$ cat src/rtl/rbd_pkg.sv
package rbd_pkg;
  localparam int unsigned CONV_NS        = 720;
  localparam int unsigned CH_PER_DEVICE  = 12;
  localparam int unsigned DEV_PENALTY_NS = 250;
  localparam int unsigned SETTLE_US      = 5;
  localparam int unsigned NS_PER_US      = 1000;

  // acquisition time in ns for a 2-bit code
  function automatic int unsigned acq_ns(input logic [1:0] code);
    case (code)
      2'd0:    return 470;
      2'd1:    return 1030;
      2'd2:    return 1510;
      default: return 1945;
    endcase
  endfunction

  // number of averaged samples per channel: 1, 2, 4, 8
  function automatic int unsigned avg_count(input logic [1:0] code);
    return 32'd1 << code;
  endfunction

  function automatic int unsigned wait_ns(input logic [1:0] acq, input logic [1:0] avg,
                                          input int unsigned extra);
    int unsigned t;
    t = acq_ns(acq);
    return (t + CONV_NS) * (CH_PER_DEVICE * avg_count(avg)) - t + DEV_PENALTY_NS * extra;
  endfunction

  // ceiling to whole microseconds plus the settling margin
  function automatic int unsigned wait_us(input logic [1:0] acq, input logic [1:0] avg,
                                          input int unsigned extra);
    return (wait_ns(acq, avg, extra) + NS_PER_US - 1) / NS_PER_US + SETTLE_US;
  endfunction
endpackage

$ cat src/rtl/rbd_wait_calc.sv
module rbd_wait_calc #(
  parameter int unsigned CLK_PER_US = 4,
  parameter int unsigned EW         = 3,
  parameter int unsigned CW         = 11
) (
  input  logic [1:0]    acq_code,
  input  logic [1:0]    avg_code,
  input  logic [EW-1:0] chain_extra,
  output logic [CW-1:0] cycles
);
  int unsigned us_total;

  always_comb begin
    us_total = rbd_pkg::wait_us(acq_code, avg_code, int'(chain_extra));
    cycles   = CW'(us_total * CLK_PER_US);
  end
endmodule

$ cat src/rtl/rbd_countdown.sv
module rbd_countdown #(
  parameter int unsigned CW = 11
) (
  input  logic          clk,
  input  logic          rst_n,
  input  logic          load,
  input  logic [CW-1:0] load_val,
  output logic          busy,
  output logic [CW-1:0] remain,
  output logic          expire
);
  logic last_tick;
  assign last_tick = busy && (remain == CW'(1));

  always_ff @(posedge clk) begin
    if (!rst_n) begin
      busy   <= 1'b0;
      remain <= '0;
      expire <= 1'b0;
    end else if (load) begin
      busy   <= 1'b1;
      remain <= load_val;
      expire <= 1'b0;
    end else if (last_tick) begin
      busy   <= 1'b0;
      remain <= '0;
      expire <= 1'b1;
    end else begin
      expire <= 1'b0;
      if (busy) remain <= remain - CW'(1);
    end
  end
endmodule

$ cat src/rtl/rbd_readback_timer.sv
module rbd_readback_timer #(
  parameter int unsigned CLK_PER_US = 4,
  parameter int unsigned MAX_DEVS   = 8,
  localparam int unsigned EW = (MAX_DEVS > 1) ? $clog2(MAX_DEVS) : 1
) (
  input  logic          clk,
  input  logic          rst_n,
  input  logic          trig,
  input  logic [1:0]    acq_code,
  input  logic [1:0]    avg_code,
  input  logic [EW-1:0] chain_extra,
  output logic          busy,
  output logic          done
);
  localparam int unsigned MAX_CYCLES =
    rbd_pkg::wait_us(2'd3, 2'd3, MAX_DEVS - 1) * CLK_PER_US;
  localparam int unsigned MIN_CYCLES =
    rbd_pkg::wait_us(2'd0, 2'd0, 0) * CLK_PER_US;
  localparam int unsigned CW = $clog2(MAX_CYCLES + 1);

  // event wires brought out for the checker
  logic [CW-1:0] load_cycles;
  logic [CW-1:0] remain;

  rbd_wait_calc #(.CLK_PER_US(CLK_PER_US), .EW(EW), .CW(CW)) u_calc (
    .acq_code    (acq_code),
    .avg_code    (avg_code),
    .chain_extra (chain_extra),
    .cycles      (load_cycles)
  );

  rbd_countdown #(.CW(CW)) u_cnt (
    .clk      (clk),
    .rst_n    (rst_n),
    .load     (trig),
    .load_val (load_cycles),
    .busy     (busy),
    .remain   (remain),
    .expire   (done)
  );
endmodule

$ cat config.mk
export PLATFORM = sky130hd
export DESIGN_NAME = rbd_readback_timer
export DESIGN_NICKNAME = d
export VERILOG_FILES = /design/src/rtl/rbd_pkg.sv /design/src/rtl/rbd_wait_calc.sv /design/src/rtl/rbd_countdown.sv /design/src/rtl/rbd_readback_timer.sv
export SDC_FILE = /design/constraint.sdc
export NUM_CORES = 1
export LEC_CHECK = 0
export BUFFER_PORTS_ARGS = -buffer_cell sky130_fd_sc_hd__buf_2
export CORE_ASPECT_RATIO = 1.25
export CORE_MARGIN = 4
export CORE_UTILIZATION = 49
export DETAILED_ROUTE_END_ITERATION = 10
export PLACE_DENSITY_LB_ADDON = 0.3
export SETUP_SLACK_MARGIN = 0.15
export SLEW_MARGIN = 30
export SYNTH_ARGS = -nofsm -noshare
export SYNTH_HDL_FRONTEND = slang
export SYNTH_SLANG_ARGS = --single-unit
$ cat constraint.sdc
create_clock -name clk -period 46 [get_ports clk]
set_input_delay 4.6 -clock clk [delete_from_list [all_inputs] [get_ports clk]]
set_output_delay 4.6 -clock clk [all_outputs]
set_load 0.01 [all_outputs]
==> flow_results.org <==
** Outcome
- The run finished with clean final reports.

** Critical path
- The most critical setup path has its startpoint at avg_code[0].
- Data on the critical path is required at its endpoint by 46.14 ns.
- For this design, the slowest cell found on the critical path is sky130_fd_sc_hd__o31ai_1.
- In this run the critical register-to-register path is captured at u_cnt.remain[5]$_SDFFE_PN0P_.
- The worst register-to-register path begins at u_cnt.busy$_SDFFE_PN0P_.
- The worst setup path is launched from a primary input.
- The critical path is of the in2reg type.
- For the worst flop-to-flop path, the logic depth is 6.
- For the worst setup path, the data arrival time is 27.45 ns.
- Last element of the critical path :: u_cnt.remain[6]$_SDFFE_PN0P_
- On the worst path, the slowest cell contributes a delay of 0.68 ns.
- In this design, the critical path's most frequently occurring cell is sky130_fd_sc_hd__a21o_1.
- The worst setup path is captured at a flip-flop.
- Across all register-to-register paths, the minimum setup slack is 44.02 ns.
- Worst Path Max Fanout :: 16

** Global routing
- Summed over all layers, the global routing overflow is 0.
- For this run, the total global-route usage over all layers was measured as 21.4%.
- Pin count of the biggest net entering global routing :: 24
- Number of antenna violations at the first check in global routing :: 0
- The first global-routing pass estimated 47.5 mm of wire.
- The number of global-route vias before repair is 10,400.

** Clocking
- After clock tree synthesis, the flow added hold-fix buffers numbering 0.
- Counting every sink on the clock net gives 13.
- Root Buffer :: sky130_fd_sc_hd__clkbuf_16
- TritonCTS clock tree :: done
- Number of cells upsized or downsized after cts :: 0
- Clk pin slew, worst setup/hold paths :: 0.04 ns
- TritonCTS Buffers :: 3
- H-tree depth :: 1
- Post-CTS setup repair buffer count :: 0
- Skew-Pair Late Insertion Delay :: 0.24 ns
- The clock passes through at most 2 buffers.

** STA
- Number of failing setup endpoints in the final timing report :: 0
- For the finished layout, the period the worst path requires is 27.31 ns.
- Final hold vios :: 0
- Slew HR :: 36.1%
- Of the available clock period, the critical path in the final layout requires 59.4%.
- Final hold analysis gives a worst-case slack of 0.515 ns.
- Transition time at the pin with the least slew margin :: 0.951 ns
- Worst clock skew :: 0.000765 ns
- Unrepaired setup endpoints after global routing :: no
- Fmax :: 36.6 MHz
- Total count of max-transition violations in the final report :: 0
- Setup total negative slack on the finished layout was measured at 0 ns.

** Logic synthesis
- For this run, the number of Yosys warnings is 0.
- Combined area of all synthesized cells :: 0.0112 sq mm
- Seq/Total Area, Yosys :: 2.32%
- Top FF cell, synth :: sky130_fd_sc_hd__dfxtp_1
- #FFs+latches synth :: 13
- Yosys mapped a number of flops with a built-in enable equal to 0.
- Share of synthesized registers carrying an async set or reset :: 0%
- Counting every instance in the synthesized netlist gives 1,495.
- The number of nets handed over by synthesis was 1,687.
- Synth Area per Inst :: 7.50 sq um
- Distinct cell type count after synthesis :: 115

** Drt
- In this run the remaining antenna-violating nets after routing total 0.
- DRC violations left :: 0
- After detailed routing, the average wire length per cell comes to 16.1 um.
- After detailed routing, the number of vias per cell comes to 6.39.
- The first routing iteration left 1,002 violations.
- DR vias :: 11,100
- Aggregate routed wire length :: 28.0 mm
- The pre-antenna-repair detailed-routing pass consisted of 6 iterations.

** Floorplan
- In this run the horizontal extent of the chip is 143 um.
- Die extent in y :: 177 um
- The initial utilization of the core area, before any placement, comes to 50.1%.
- The floorplan step defined a core boundary enclosing 0.0224 sq mm.
- 12 I/O pins were placed.
- The floorplan has 61 rows.
- The floorplan step defined a die boundary enclosing 0.0254 sq mm.

** Cells and area
- Cells fill 51.2% of the core in the end.
- Ratio of cells with drive above 1 in the final layout :: 7.29%
- The repair_antennas step left the layout with diodes totalling 0.
- From synthesis to final layout, the design area changed by 2.20%.
- The net count of the finished layout is 1,648.

** Worst hold path
- Type of the tightest min-delay check :: reg2reg

** Placed design
- Routability-driven placement finished with a final weighted congestion of 0.908.
- Port buffering added 11 buffers.
- After legalization and detailed placement, the total HPWL measured 22.8 mm.

** Flow run
- Max-cap violations in this run came to 0.
## state kept, by name, indices dropped and copies added, names as in the netlist
signal / count
u_cnt.expire: 1
u_cnt.remain: 11
u_cnt.busy: 1
## metrics by stage
| stage | setup WS, ns | area, sq um | std cells |
|---|---|---|---|
| detailed placement | 18.52 | 11400 | 1734 |
| floorplan | 22.15 | 11200 | 1495 |
| CTS | 18.74 | 11400 | 1738 |
| global route | 16.96 | 11500 | 1738 |
| global placement | 19.04 | 11400 | 1734 |
| finish | 18.69 | 11500 | 1738 |
## kinds of logic (layout without fill, tap and decap cells)
family	count (synthesis)	after routing	share of synthesized area, %
simple gates	539	539	24.9
compound gates	456	456	31.5
fa+ha+maj	183	183	24.0
buf+inv	178	138	6.64
xor+xnor	96	96	7.80
mux	29	29	2.72
flops	13	13	2.32
other cells	1	1	0.0334
## cell usage after synthesis (16+ instances only)
master | count | area share, %
sky130_fd_sc_hd__ha_1 | 128 | 14
sky130_fd_sc_hd__inv_1 | 117 | 3.9
sky130_fd_sc_hd__nand2_1 | 116 | 3.9
sky130_fd_sc_hd__nor2_1 | 112 | 3.7
sky130_fd_sc_hd__a21oi_1 | 96 | 4.3
sky130_fd_sc_hd__nand3_1 | 62 | 2.8
sky130_fd_sc_hd__xnor2_1 | 62 | 4.8
sky130_fd_sc_hd__and2_1 | 58 | 3.2
sky130_fd_sc_hd__fa_1 | 54 | 9.6
sky130_fd_sc_hd__nor3_1 | 42 | 1.9
sky130_fd_sc_hd__o21ai_0 | 42 | 1.9
sky130_fd_sc_hd__a21o_1 | 35 | 2.3
sky130_fd_sc_hd__xor2_1 | 31 | 2.4
sky130_fd_sc_hd__buf_2 | 28 | 1.2
sky130_fd_sc_hd__a211oi_1 | 22 | 1.5
sky130_fd_sc_hd__clkbuf_1 | 22 | 0.74
sky130_fd_sc_hd__nand2b_1 | 21 | 1.2
sky130_fd_sc_hd__o211ai_1 | 21 | 1.4
sky130_fd_sc_hd__mux2i_1 | 19 | 1.7
sky130_fd_sc_hd__nor2b_1 | 19 | 1.1
sky130_fd_sc_hd__and3_1 | 16 | 0.89
sky130_fd_sc_hd__nand4_1 | 16 | 0.89
## layout make-up
class                   instances  area, sq um
repair buffers                 17          100
well taps                     283          354
flip-flops and latches         13          260
fillers                      2193        10900
inverters                     117          439
clock buffers                   4         78.8
multi-input cells            1304        10200
## layout by cell type, fill, tap and decap left out, types with 42 or more instances in the layout
master | Yosys | final
sky130_fd_sc_hd__nand3_1 | 62 | 62
sky130_fd_sc_hd__ha_1 | 128 | 128
sky130_fd_sc_hd__inv_1 | 117 | 117
sky130_fd_sc_hd__and2_1 | 58 | 58
sky130_fd_sc_hd__xnor2_1 | 62 | 62
sky130_fd_sc_hd__nand2_1 | 116 | 116
sky130_fd_sc_hd__nor2_1 | 112 | 112
sky130_fd_sc_hd__o21ai_0 | 42 | 42
sky130_fd_sc_hd__a21oi_1 | 96 | 95
sky130_fd_sc_hd__nor3_1 | 42 | 42
sky130_fd_sc_hd__fa_1 | 54 | 54
## per-layer routing
| layer | share of wire [%] | vias up | GRT usage, % |
|---|---|---|---|
| li1 | - | 5463 | - |
| met1 | 43 | 5222 | 27.3 |
| met2 | 50 | 336 | 39.4 |
| met3 | 3.6 | 77 | 0.649 |
| met4 | 2.7 | 0 | 5.93 |
| met5 | 0 | - | 0 |
## critical path: cells and delay by family
kind                     cells  cell delay [ns]
AND/OR/NAND/NOR             15             3.52
XOR/XNOR                     3             0.89
multiplexers                 4             1.81
AO/OA/AOI/OAI               41            12.09
adder cells (fa/ha/maj)     11             4.20
buffers and inverters        5             0.31
## how the worst min path moves through the flow
stage                                              end  slack (ns)  cells after the start                          from
after floorplan           u_cnt.remain[1]$_SDFFE_PP0P_        0.48                      2  u_cnt.remain[1]$_SDFFE_PP0P_
after global placement    u_cnt.remain[1]$_SDFFE_PP0P_        0.50                      2  u_cnt.remain[1]$_SDFFE_PP0P_
after detailed placement  u_cnt.remain[1]$_SDFFE_PP0P_        0.51                      2  u_cnt.remain[1]$_SDFFE_PP0P_
after CTS                 u_cnt.remain[1]$_SDFFE_PP0P_        0.51                      2  u_cnt.remain[1]$_SDFFE_PP0P_
after global routing      u_cnt.remain[1]$_SDFFE_PP0P_        0.53                      2  u_cnt.remain[1]$_SDFFE_PP0P_
final                     u_cnt.remain[1]$_SDFFE_PP0P_        0.51                      2  u_cnt.remain[1]$_SDFFE_PP0P_
Power is not shown: default switching activity piles up to over one toggle a cycle in this logic, so the estimate is an artifact.
